**src/rtl/tac_pkg.sv**
```systemverilog
package tac_pkg;
  typedef enum logic [1:0] {
    ADDR_TEMP = 2'd0,
    ADDR_CFG  = 2'd1,
    ADDR_TOS  = 2'd2,
    ADDR_THY  = 2'd3
  } tac_addr_e;

  localparam int CFG_SD_BIT  = 0;
  localparam int CFG_INT_BIT = 1;
  localparam int CFG_POL_BIT = 2;
  localparam int CFG_BITS    = 3;

  typedef enum logic {
    WAIT_HI = 1'b0,
    WAIT_LO = 1'b1
  } tac_phase_e;
endpackage

```
**src/rtl/tac_regs.sv**
```systemverilog
module tac_regs
  import tac_pkg::*;
#(
  parameter int TW      = 9,
  parameter int TOS_RST = 160,
  parameter int THY_RST = 150
) (
  input  logic          clk,
  input  logic          rst_n,
  input  logic          reg_wr,
  input  logic          reg_rd,
  input  logic [1:0]    reg_addr,
  input  logic [TW-1:0] reg_wdata,
  input  logic          smp_acc,
  input  logic [TW-1:0] smp_data,
  output logic [TW-1:0] reg_rdata,
  output logic          cfg_sd,
  output logic          cfg_int,
  output logic          cfg_pol,
  output logic [TW-1:0] tos_val,
  output logic [TW-1:0] thy_val,
  output logic          int_sd_enter,
  output logic          mode_flip
);
  localparam logic [TW-1:0] TOS_INIT = TW'(TOS_RST);
  localparam logic [TW-1:0] THY_INIT = TW'(THY_RST);

  logic [TW-1:0] temp_q;
  logic          cfg_wr;

  assign cfg_wr       = reg_wr && (reg_addr == ADDR_CFG);
  assign int_sd_enter = cfg_wr && reg_wdata[CFG_SD_BIT] && !cfg_sd && reg_wdata[CFG_INT_BIT];
  assign mode_flip    = cfg_wr && (reg_wdata[CFG_INT_BIT] != cfg_int);

  always_ff @(posedge clk or negedge rst_n) begin
    if (!rst_n) begin
      cfg_sd  <= 1'b0;
      cfg_int <= 1'b0;
      cfg_pol <= 1'b0;
      tos_val <= TOS_INIT;
      thy_val <= THY_INIT;
    end else if (reg_wr) begin
      case (reg_addr)
        ADDR_CFG: begin
          cfg_sd  <= reg_wdata[CFG_SD_BIT];
          cfg_int <= reg_wdata[CFG_INT_BIT];
          cfg_pol <= reg_wdata[CFG_POL_BIT];
        end
        ADDR_TOS: tos_val <= reg_wdata;
        ADDR_THY: thy_val <= reg_wdata;
        default:  ;
      endcase
    end
  end

  always_ff @(posedge clk or negedge rst_n) begin
    if (!rst_n)       temp_q <= '0;
    else if (smp_acc) temp_q <= smp_data;
  end

  logic [TW-1:0] rd_mux;
  always_comb begin
    rd_mux = '0;
    case (reg_addr)
      ADDR_TEMP: rd_mux = temp_q;
      ADDR_CFG: begin
        rd_mux[CFG_SD_BIT]  = cfg_sd;
        rd_mux[CFG_INT_BIT] = cfg_int;
        rd_mux[CFG_POL_BIT] = cfg_pol;
      end
      ADDR_TOS: rd_mux = tos_val;
      default:  rd_mux = thy_val;
    endcase
  end

  always_ff @(posedge clk or negedge rst_n) begin
    if (!rst_n)      reg_rdata <= '0;
    else if (reg_rd) reg_rdata <= rd_mux;
  end
endmodule

```
**src/rtl/tac_cmp.sv**
```systemverilog
module tac_cmp #(
  parameter int TW = 9
) (
  input  logic [TW-1:0] smp_data,
  input  logic [TW-1:0] tos_val,
  input  logic [TW-1:0] thy_val,
  output logic          above,
  output logic          below
);
  logic signed [TW-1:0] s_smp, s_tos, s_thy;
  assign s_smp = smp_data;
  assign s_tos = tos_val;
  assign s_thy = thy_val;
  assign above = s_smp > s_tos;
  assign below = s_smp < s_thy;
endmodule

```
**src/rtl/tac_alarm.sv**
```systemverilog
module tac_alarm
  import tac_pkg::*;
(
  input  logic clk,
  input  logic rst_n,
  input  logic smp_acc,
  input  logic above,
  input  logic below,
  input  logic cfg_int,
  input  logic int_sd_enter,
  input  logic mode_flip,
  input  logic rd_clr,
  output logic alarm_st
);
  tac_phase_e phase_q;
  logic       int_event;

  assign int_event = smp_acc && (((phase_q == WAIT_HI) && above) ||
                                 ((phase_q == WAIT_LO) && below));

  always_ff @(posedge clk or negedge rst_n) begin
    if (!rst_n) begin
      alarm_st <= 1'b0;
      phase_q  <= WAIT_HI;
    end else if (mode_flip) begin
      alarm_st <= 1'b0;
      phase_q  <= WAIT_HI;
    end else if (int_sd_enter) begin
      alarm_st <= 1'b0;
    end else if (cfg_int) begin
      if (int_event) begin
        alarm_st <= 1'b1;
        phase_q  <= (phase_q == WAIT_HI) ? WAIT_LO : WAIT_HI;
      end else if (rd_clr) begin
        alarm_st <= 1'b0;
      end
    end else if (smp_acc) begin
      if (above)      alarm_st <= 1'b1;
      else if (below) alarm_st <= 1'b0;
    end
  end
endmodule

```
**src/rtl/thermal_alarm_ctrl.sv**
```systemverilog
module thermal_alarm_ctrl
  import tac_pkg::*;
#(
  parameter int TW      = 9,
  parameter int TOS_RST = 160,
  parameter int THY_RST = 150
) (
  input  logic          clk,
  input  logic          rst_n,
  input  logic          smp_valid,
  output logic          smp_ready,
  input  logic [TW-1:0] smp_data,
  input  logic          reg_wr,
  input  logic          reg_rd,
  input  logic [1:0]    reg_addr,
  input  logic [TW-1:0] reg_wdata,
  output logic [TW-1:0] reg_rdata,
  output logic          alarm_pin
);
  logic          cfg_sd, cfg_int, cfg_pol;
  logic [TW-1:0] tos_val, thy_val;
  logic          int_sd_enter, mode_flip;
  logic          smp_acc, above, below, alarm_st;

  assign smp_ready = !cfg_sd;
  assign smp_acc   = smp_valid && smp_ready;

  tac_regs #(.TW(TW), .TOS_RST(TOS_RST), .THY_RST(THY_RST)) u_regs (
    .clk(clk), .rst_n(rst_n),
    .reg_wr(reg_wr), .reg_rd(reg_rd), .reg_addr(reg_addr), .reg_wdata(reg_wdata),
    .smp_acc(smp_acc), .smp_data(smp_data), .reg_rdata(reg_rdata),
    .cfg_sd(cfg_sd), .cfg_int(cfg_int), .cfg_pol(cfg_pol),
    .tos_val(tos_val), .thy_val(thy_val),
    .int_sd_enter(int_sd_enter), .mode_flip(mode_flip)
  );

  tac_cmp #(.TW(TW)) u_cmp (
    .smp_data(smp_data), .tos_val(tos_val), .thy_val(thy_val),
    .above(above), .below(below)
  );

  tac_alarm u_alarm (
    .clk(clk), .rst_n(rst_n), .smp_acc(smp_acc), .above(above), .below(below),
    .cfg_int(cfg_int), .int_sd_enter(int_sd_enter), .mode_flip(mode_flip),
    .rd_clr(reg_rd), .alarm_st(alarm_st)
  );

  assign alarm_pin = cfg_pol ? alarm_st : !alarm_st;
endmodule

```
**config.mk**
```make
export PLATFORM = sky130hd
export DESIGN_NAME = thermal_alarm_ctrl
export DESIGN_NICKNAME = d
export VERILOG_FILES = /design/src/rtl/tac_pkg.sv /design/src/rtl/tac_regs.sv /design/src/rtl/tac_cmp.sv /design/src/rtl/tac_alarm.sv /design/src/rtl/thermal_alarm_ctrl.sv
export SDC_FILE = /design/constraint.sdc
export NUM_CORES = 1
export LEC_CHECK = 0
export ABC_AREA = 1
export ABC_CLOCK_PERIOD_IN_PS = 1970
export BUFFER_PORTS_ARGS = -buffer_cell sky130_fd_sc_hd__buf_4
export CAP_MARGIN = 20
export CORE_ASPECT_RATIO = 0.8
export CORE_MARGIN = 2
export CORE_UTILIZATION = 51
export DETAILED_ROUTE_END_ITERATION = 8
export PLACE_DENSITY_LB_ADDON = 0.3
export SLEW_MARGIN = 25
export SYNTH_ARGS = -nofsm -noshare
export SYNTH_HDL_FRONTEND = slang
export SYNTH_SLANG_ARGS = --single-unit
```
**constraint.sdc**
```tcl
create_clock -name clk -period 1.97 [get_ports clk]
set_clock_uncertainty 0.1 [all_clocks]
set_input_delay 0.4925 -clock clk [delete_from_list [all_inputs] [get_ports clk]]
set_output_delay 0.4925 -clock clk [all_outputs]
set_load 0.05 [all_outputs]
```
* Word level (Yosys, flattened, before mapping)
Index checks and enable logic that the tools add are counted.
** Storage, ports and cells
- Register bits after elaboration :: 41
- Input bits :: 25
- Output and inout port bits :: 11
- Logic and storage cells :: 56
** Operators by class
- Order comparisons :: 2
- Equality and inequality tests :: 6
- Muxes and demuxes :: 16
- Bitwise gates (word level) :: 1
- Reductions and logical operators :: 22
** Operators with widths (number)
- $pmux 6 s3 :: 1
- $mux 1 :: 14
- $gt 9x9->1 :: 1
- $logic_and 1x1->1 :: 9
- $lt 9x9->1 :: 1
- $pmux 3 s3 :: 1
- $reduce_and 2->1 :: 3
- $reduce_and 3->1 :: 2
- $ne 5x4->1 const B :: 1
- $reduce_bool 5->1 :: 1
- $eq 2x2->1 const B :: 2
- $reduce_bool 2->1 :: 2
- $reduce_bool 4->1 :: 1
- $eq 2x1->1 const B :: 1
- $logic_not 1->1 :: 2
- $logic_not 2->1 :: 1
- $ne 2x1->1 const B :: 1
- $logic_or 1x1->1 :: 1
- $ne 1x1->1 :: 1
- $not 1->1 :: 1

* Logic depth before layout (Yosys ltp)
Gate-level depths: netlist (run 1).
- Depth in word-level cells :: 8
- Mapped depth :: 17
- Gate-level depth less buffers :: 17

* Cells and area by module
From an unflattened synthesis (run 1), not the netlist that was laid out.
** Second synthesis, totals
- Cell total of the unflattened synthesis :: 322
- Area total of the unflattened synthesis :: 2557.5 µm²
** Modules (own cells, without submodules)
- tac_regs :: instances 1, cells each 189, area each 1798.0 µm², seq. area each 983.4 µm²
- tac_cmp :: instances 1, cells each 92, area each 539.3 µm², seq. area each 0.0 µm²
- tac_alarm :: instances 1, cells each 33, area each 190.2 µm², seq. area each 50.0 µm²
- thermal_alarm_ctrl :: instances 1, cells each 8, area each 30.0 µm², seq. area each 0.0 µm²

* Least setup slack after synthesis (run 1)
Ideal clock, no wire load.
- Path kind :: reg2reg
- Start point :: register u_regs.tos_val[7]
- End point :: register u_alarm.alarm_st
- Library setup time :: 0.113 ns
- Arrival time :: 1.675 ns
- Required time :: 1.757 ns
- Slack :: 0.083 ns
- Stages on the path, launching flop included :: 15
- Buffers on the path :: 0
- Clock period less this slack :: 1.887 ns
- Cell sequence :: dfstp_2 > inv_1 > ha_1 > nand2_2 > inv_1 > a21oi_2 > nand3_1 > nand2_1 > nand2_2 > nand2_2 > nand3_2 > nand3_2 > nand3_1 > nand2_1 > inv_1
** Between the ends
- Longest elaborated chain between the ends :: 8
- Elaborated cells on any way between the ends :: 13
- Those cells by class :: order compare (1); eq/ne (1); mux (6); reduce/logical (5)
** Ends and longest elaborated chain
- start, declared :: RTL line tac_regs.sv:20 : output logic [TW-1:0] tos_val,
- start signal, assigned :: RTL line tac_regs.sv:49 : ADDR_TOS: tos_val <= reg_wdata;
- $gt 9x9->1 * :: RTL line tac_cmp.sv:14 : assign above = s_smp > s_tos;
- $logic_and 1x1->1 :: RTL line tac_alarm.sv:18 : assign int_event = smp_acc && (((phase_q == WAIT_HI) && above) ||
- $logic_or 1x1->1 :: RTL line tac_alarm.sv:18
- $logic_and 1x1->1 :: RTL line tac_alarm.sv:18
- $mux 1 :: RTL line tac_alarm.sv:31 : if (int_event) begin
- $mux 1 :: RTL line tac_alarm.sv:30 : end else if (cfg_int) begin
- $mux 1 :: RTL line tac_alarm.sv:28 : end else if (int_sd_enter) begin
- $mux 1 :: RTL line tac_alarm.sv:25 : end else if (mode_flip) begin
- end signal, assigned :: RTL line tac_alarm.sv:26 : alarm_st <= 1'b0;
- end signal, assigned :: RTL line tac_alarm.sv:29 : alarm_st <= 1'b0;
- end signal, assigned :: RTL line tac_alarm.sv:32 : alarm_st <= 1'b1;
- end, declared :: RTL line tac_alarm.sv:13 : output logic alarm_st
Every way passes the cells marked *; elsewhere a longest branch is shown, timed or not. The select of a mux whose other input is x is not followed.
A chain may end at the register's enable or synchronous reset.

* Worst setup path in the final report (run 1)
Ends and elaborated chain as after synthesis.

==> results of run 1 <==
[cell families (layout without fill, tap and decap cells)]
family,count (synthesis),count (layout),synth area share (%)
buffers and inverters,61,114,9.75
adders and majority gates,17,17,8.91
AOI/OAI and AO/OA,60,60,13.8
and+or+nand+nor,122,122,23.8
DFF,41,41,43.3
xor gates and xnor gates,1,1,0.367
[registers in the layout (all words and copies together) (netlist names)]
register and flops:
u_regs.cfg_sd 1, u_regs.reg_rdata 9, u_regs.cfg_pol 1, u_alarm.phase_q 1, u_regs.tos_val 9, u_regs.cfg_int 1
u_regs.thy_val 9, u_regs.temp_q 9, u_alarm.alarm_st 1
[power by group through the flow]
stage,combinational [mW],clock (mW),sequential [mW]
6_report,1.12,0.818,1.12
5_1_grt,1.24,0.865,1.13
4_1_cts,1.05,0.825,1.11
3_5_place_dp,0.982,0,1.13
3_3_place_gp,0.952,0,1.12
2_1_floorplan,0.567,0,1.21
[layout by cell type, fill, tap and decap left out, types with 3 or more instances in the layout]
cell type / Yosys / final
dfstp_2: 6 / 6
nand4_1: 3 / 3
o22ai_1: 6 / 6
clkbuf_8: 0 / 5
nand3_2: 5 / 5
inv_2: 4 / 8
inv_1: 52 / 48
nand2_4: 0 / 3
o21ai_0: 36 / 36
buf_4: 0 / 48
ha_4: 0 / 4
nand2_1: 88 / 84
nand2_2: 8 / 9
nor2_2: 2 / 3
nand3_1: 5 / 4
nor2_1: 7 / 6
a21oi_1: 10 / 7
a221oi_1: 4 / 4
ha_1: 17 / 13
a21oi_2: 1 / 3
dfrtp_1: 35 / 35
[worst max-delay path, stage by stage, from the launching register on]
cell and delay (ns):
dfstp_2 0.55, inv_2 0.06, ha_4 0.25, nand2_4 0.08
inv_2 0.05, a21oi_4 0.16, nand3_2 0.09, nand2_2 0.08
nand2_2 0.08, buf_6 0.13, a21oi_2 0.15, nand2_1 0.08
nand3_1 0.07, nand2_1 0.06, inv_1 0.04
[layout make-up]
type                       count  area (sq um)  area share, %
clock buffer                   5          68.8           2.25
clock inverter                 3          68.8           2.25
inverter                      57           214           6.99
multi-input combinational    200          1230           40.2
sequential                    41          1030           33.8
tap                           60          75.1           2.45
timing repair buffer          49           372           12.1
[routing by layer]
| layer | up-vias | part of all wire [%] |
|---|---|---|
| met4 | 0 | 1.1 |
| met2 | 57 | 46 |
| li1 | 1071 | - |
| met1 | 969 | 47 |
| met5 | - | 0 |
| met3 | 7 | 5.8 |
[per-stage QoR]
stage | setup TNS, ns | hold slack (ns)
final | -0.169 | 0.0599
after global routing | -0.341 | 0.101
after CTS | 0 | 0.0768
after detailed placement | -0.320 | 0.367
after global placement | -0.134 | 0.366
after floorplan | 0 | 0.0969
[worst max path at each step]
| stage | startpoint | to | slack, ns | depth (start not counted) |
|---|---|---|---|---|
| after global placement | smp_data[8] | u_alarm.alarm_st | -0.07 | 14 |
| final | u_regs.tos_val[7] | u_alarm.alarm_st | -0.12 | 14 |
| after detailed placement | smp_data[8] | u_alarm.alarm_st | -0.16 | 14 |
| after global routing | u_regs.tos_val[7] | u_alarm.alarm_st | -0.19 | 14 |
| after CTS | u_regs.tos_val[7] | u_alarm.alarm_st | 0.004 | 15 |
| after floorplan | u_regs.tos_val[7] | u_alarm.alarm_st | 0.08 | 14 |
[what timing repair did]
| action | CTS | global route |
|---|---|---|
| pin swaps | 11 | 14 |
| endpoints found under the setup margin | 2 | 2 |
| buffers inserted | 2 | 2 |
| resized for setup | 14 | 9 |
| hold buffers | 0 | 0 |
==> out/qor.yml, run 1 <==
chipWidth_microns: 80.5
dp_hpwl_mm: 4.30
relSlewSlack_pct: 66.4
grt_max_degree: 42
syn_nets: 344
period_share_pct: 106
power_frac_comb_pct: 36.7
yosysMostFrequentCell: "nand2_1"
nets: 396
rsz0062_at_grt: "true"
finalInstanceArea_sq_mm: 0.00306
setup_ws_ns: -0.115
ys_ff_latch: 41
cts_max_level: 2
cts_root_buf: "clkbuf_8"
synth_top_area_share_pct: 36.7
route.detailed.drc: 0
viasPerCell: 5.07
ys_types: 27
firstDrtPassIters: 4
fmax_mhz: 480
busiest_layer: "met2"
routed_wl_mm: 5.77
crit_path_start_kind: "register"
die_area_sq_mm: 0.00525
cp_data_required_time_ns: 2.12
synth.area.top_cells: "dfrtp_1 (37%), nand2_1 (14%), ha_1 (8.9%), inv_1 (8.2%), o21ai_0 (7.5%)"
post-place-cells: 403
syn_area_per_cell_sq_um: 7.90
hp-class: "primary input to asynchronous set/reset pin"
drive_gt1_share_pct: 29.6
grtUsageMet2_pct: 36.3
fp.dieH_microns: 65.2
cellLeakagePower_nw: 1.58
crit_arrival_ns: 2.24
grt_first_pass_wirelength_mm: 9.29
hold_violations: 0
switching_share_pct: 36.2
switching_power_mw: 1.11
setup_violations: 2
nFillCells: 391
antenna_cells: 0
p_int_mw: 1.95
r2r-end: "u_alarm.alarm_st"
core-area_sq_mm: 0.00454
ys_async_sr_fraction_pct: 100
path_max_fanout: 3
initial_core_util_pct: 52.6
criticalPathCategory: "register to register"
clockBufferDepth: 2
placed_cell_area_sq_mm: 0.00278
yosysSeqAreaShare_pct: 43.3
final_cell_count_no_fill: 415
wl_per_cell_microns: 13.9
vias: 2104
ys.flop_type: "dfrtp_1"
maxCapViolCount: 0
pre_cts_slack_ns: -0.164
antenna_found_initial: 0
ant_nets: 0
final.min_clock_period_ns: 2.09
grt_pass1_vias: 2037
pwr-share-seq_pct: 36.5
insertion_delay_ns: 0.30
violations: "negative setup slack"
drtIter0Drc: 165
end_kind: "register"
finalPower_mw: 3.06
grt.met3_usage_pct: 4.26
ff2ff_path_depth: 14
area_delta_synth_final_pct: 28.2
clock_power_share_pct: 26.7
gp_congestion: 0.890
ios: 36
grt_remaining_overflow: 0
yosys.area.top_type: "dfrtp_1"
path_clk_slew_ns: 0.09
max-vdd-ir-drop_mv: 0.592
cts_buffers: 5
grtUsageTotal_pct: 23.3
syn-cell-area_sq_mm: 0.00239
power.density_mw_per_mm2: 999
report.final.slew_viol_count: 0
final_core_util_pct: 67.4
status: "finished with violations"
synth_warnings: 0
syn_inst: 302
synth-edff-count: 0
rows: 22
r2r_setup_slack_ns: -0.12
tightest_slew_ns: 0.504
r2r_start: "u_regs.tos_val[7]"
netlist_top_cells_count: "nand2_1 (88), inv_1 (52), o21ai_0 (36)"
portBuffers: 35
cts_sinks: 41
use_met1_pct: 33.6
cts_tree: "yes"
Power figures use the tool's default switching activity.
==> inputs of run 2 (changes only) <==
--- a/config.mk
+++ b/config.mk
@@ -6,12 +6,12 @@
 export NUM_CORES = 1
 export LEC_CHECK = 0
 export ABC_AREA = 1
-export ABC_CLOCK_PERIOD_IN_PS = 1970
+export ABC_CLOCK_PERIOD_IN_PS = 2180
 export BUFFER_PORTS_ARGS = -buffer_cell sky130_fd_sc_hd__buf_4
 export CAP_MARGIN = 20
 export CORE_ASPECT_RATIO = 0.8
 export CORE_MARGIN = 2
-export CORE_UTILIZATION = 51
+export CORE_UTILIZATION = 57
 export DETAILED_ROUTE_END_ITERATION = 8
 export PLACE_DENSITY_LB_ADDON = 0.3
 export SLEW_MARGIN = 25
==> constraint.sdc (replaced) <==
create_clock -name clk -period 2.18 [get_ports clk]
set_clock_uncertainty 0.1 [all_clocks]
set_input_delay 0.545 -clock clk [delete_from_list [all_inputs] [get_ports clk]]
set_output_delay 0.545 -clock clk [all_outputs]
set_load 0.05 [all_outputs]
==> run 2 against run 1 <==
Compared with the run above: the flow now finishes without violations; sequential power decreased by 9.8%; cell count decreased by 2.4%; flip-flop and latch count unchanged; critical path type unchanged.
==> out/qor.yml, run 2 (same netlist as run 1, synthesis figures left out) <==
final.setup.tns_ns: 0
cts_root_buf: "clkbuf_8"
antenna_cells: 0
cp_data_required_time_ns: 2.28
criticalPathCategory: "register to register"
period_share_pct: 96.3
area_delta_synth_final_pct: 22.0
pwr-share-seq_pct: 41.1
report.final.slew_viol_count: 0
die_area_sq_mm: 0.00473
post-place-cells: 392
ios: 36
clock_power_share_pct: 22.2
cts_max_level: 2
cts_tree: "yes"
seqCellArea_sq_mm: 0.00103
finalPower_mw: 2.47
nets: 389
route.detailed.drc: 0
path_max_fanout: 3
cts_buffers: 5
switching_share_pct: 37.9
viasPerCell: 5.16
multi_input_area_sq_mm: 0.00118
critical_path.top_delay_family: "simple AND/OR/NAND/NOR gates"
grt_first_pass_wirelength_mm: 8.58
crit_arrival_ns: 2.20
cellLeakagePower_nw: 1.51
hold_slack_ns: 0.111
end_kind: "register"
cts_sinks: 41
status: "finished clean"
slowest_stage: "dfstp_2"
path_clk_slew_ns: 0.08
routed_wl_mm: 5.39
dp_hpwl_mm: 4.00
cts_hold_buf: 0
critPathMaxStageDelay_ns: 0.53
final_cell_count_no_fill: 405
max-vdd-ir-drop_mv: 0.498
fp.dieH_microns: 61.9
p_int_mw: 1.53
pre_cts_slack_ns: -0.0860
ant_nets: 0
maxCapViolCount: 0
hp-class: "primary input to asynchronous set/reset pin"
power_frac_comb_pct: 36.8
critical_path_buf_inv_count: 2
antenna_found_initial: 0
clockBufferDepth: 2
vias: 2091
setup_violations: 0
grt_remaining_overflow: 0
fmax_mhz: 476
final_cell_mix: "nand2_1 (85), inv_1 (51), buf_4 (42)"
grt_pass1_vias: 1789
relSlewSlack_pct: 66.7
firstDrtPassIters: 4
placed_cell_area_sq_mm: 0.00272
nFillCells: 355
insertion_delay_ns: 0.29
gp_congestion: 0.936
final_core_util_pct: 71.1
setup_ws_ns: 0.0811
rows: 21
final.min_clock_period_ns: 2.10
cpMostUsedCell: "nand2_1"
grtUsageTotal_pct: 24.2
chipWidth_microns: 76.4
drtIter0Drc: 145
core-area_sq_mm: 0.00410
final_common_cell: "nand2_1"
tightest_slew_ns: 0.500
portBuffers: 35
switching_power_mw: 0.937
grt_max_degree: 42
initial_core_util_pct: 58.2
drive_gt1_share_pct: 26.1
finalInstanceArea_sq_mm: 0.00291
crit_path_start_kind: "register"
crit_chain: "inv_1 > ha_1 > nand2_2 > nor2_4 > nand3_2 > nand3_1 > nand2_1 > nand2_2 > nand2_2 > nand3_2 > nand2_1 > nand2_1 > nand3_1 > nand2_1 > inv_1"
wl_per_cell_microns: 13.3
power.density_mw_per_mm2: 848
hold_violations: 0
==> run 2: cell types whose count changed in the layout (fill, tap and decap cells not counted), moves of 2 or more <==
cell,change
clkbuf_8,+2
bufinv_16,-2
inv_2,-3
nand2_4,-3
nand2_2,+2
inv_1,+3
a21oi_1,+2
buf_4,-6
==> run 2: cell type report <==
type                            count  area share, %
Timing Repair Buffer               42           10.8
Tap cell                           57           2.45
Sequential cell                    41           35.5
Inverter                           57           7.35
Clock inverter                      1          0.172
Clock buffer                        7           3.31
Multi-Input combinational cell    200           40.4
==> run 2: power by group through the flow <==
| stage | Clock [mW] | Sequential [mW] | Combinational [mW] |
|---|---|---|---|
| finish | 0.547 | 1.01 | 0.908 |
| global route | 0.592 | 1.03 | 1.02 |
| CTS | 0.555 | 1.01 | 0.843 |
| detailed placement | 0 | 1.02 | 0.840 |
| global placement | 0 | 1.02 | 0.811 |
| floorplan | 0 | 1.09 | 0.512 |
==> run 2: path summary, 6_finish.rpt <==
check                                         start             endpoint  cells past startpoint  slack, ns
worst min-delay path                          rst_n  u_regs.reg_rdata[8]                      1       0.11
max in group asynchronous                     rst_n    u_regs.thy_val[7]                      1       1.49
worst max register to register    u_regs.tos_val[5]     u_alarm.alarm_st                     15       0.08
min in group clk                        smp_data[8]     u_regs.temp_q[8]                      3       0.37
worst min register to register  u_regs.reg_rdata[1]  u_regs.reg_rdata[1]                      2       0.39
worst max-delay path              u_regs.tos_val[5]     u_alarm.alarm_st                     15       0.08
==> run 2: worst reg2reg max path: cells and delay by family (launching register included) <==
family / cells / cell delay (ns)
adder cells (fa/ha/maj): 1 / 0.29
buffers and inverters: 2 / 0.10
AND/OR/NAND/NOR: 12 / 1.01
flip-flops: 1 / 0.53
==> run 2: what timing repair did <==
item,4_1_cts,5_1_grt
setup endpoints to repair,0,2
resized for setup,0,10
setup buffers,0,5
==> run 2: per-layer routing <==
layer	up-vias	global-route usage, %	wire [microns]
met5	-	0	0
met4	0	13.2	112
met3	12	4.48	310
met2	68	35.3	2370
met1	959	34.9	2590
li1	1052	-	-
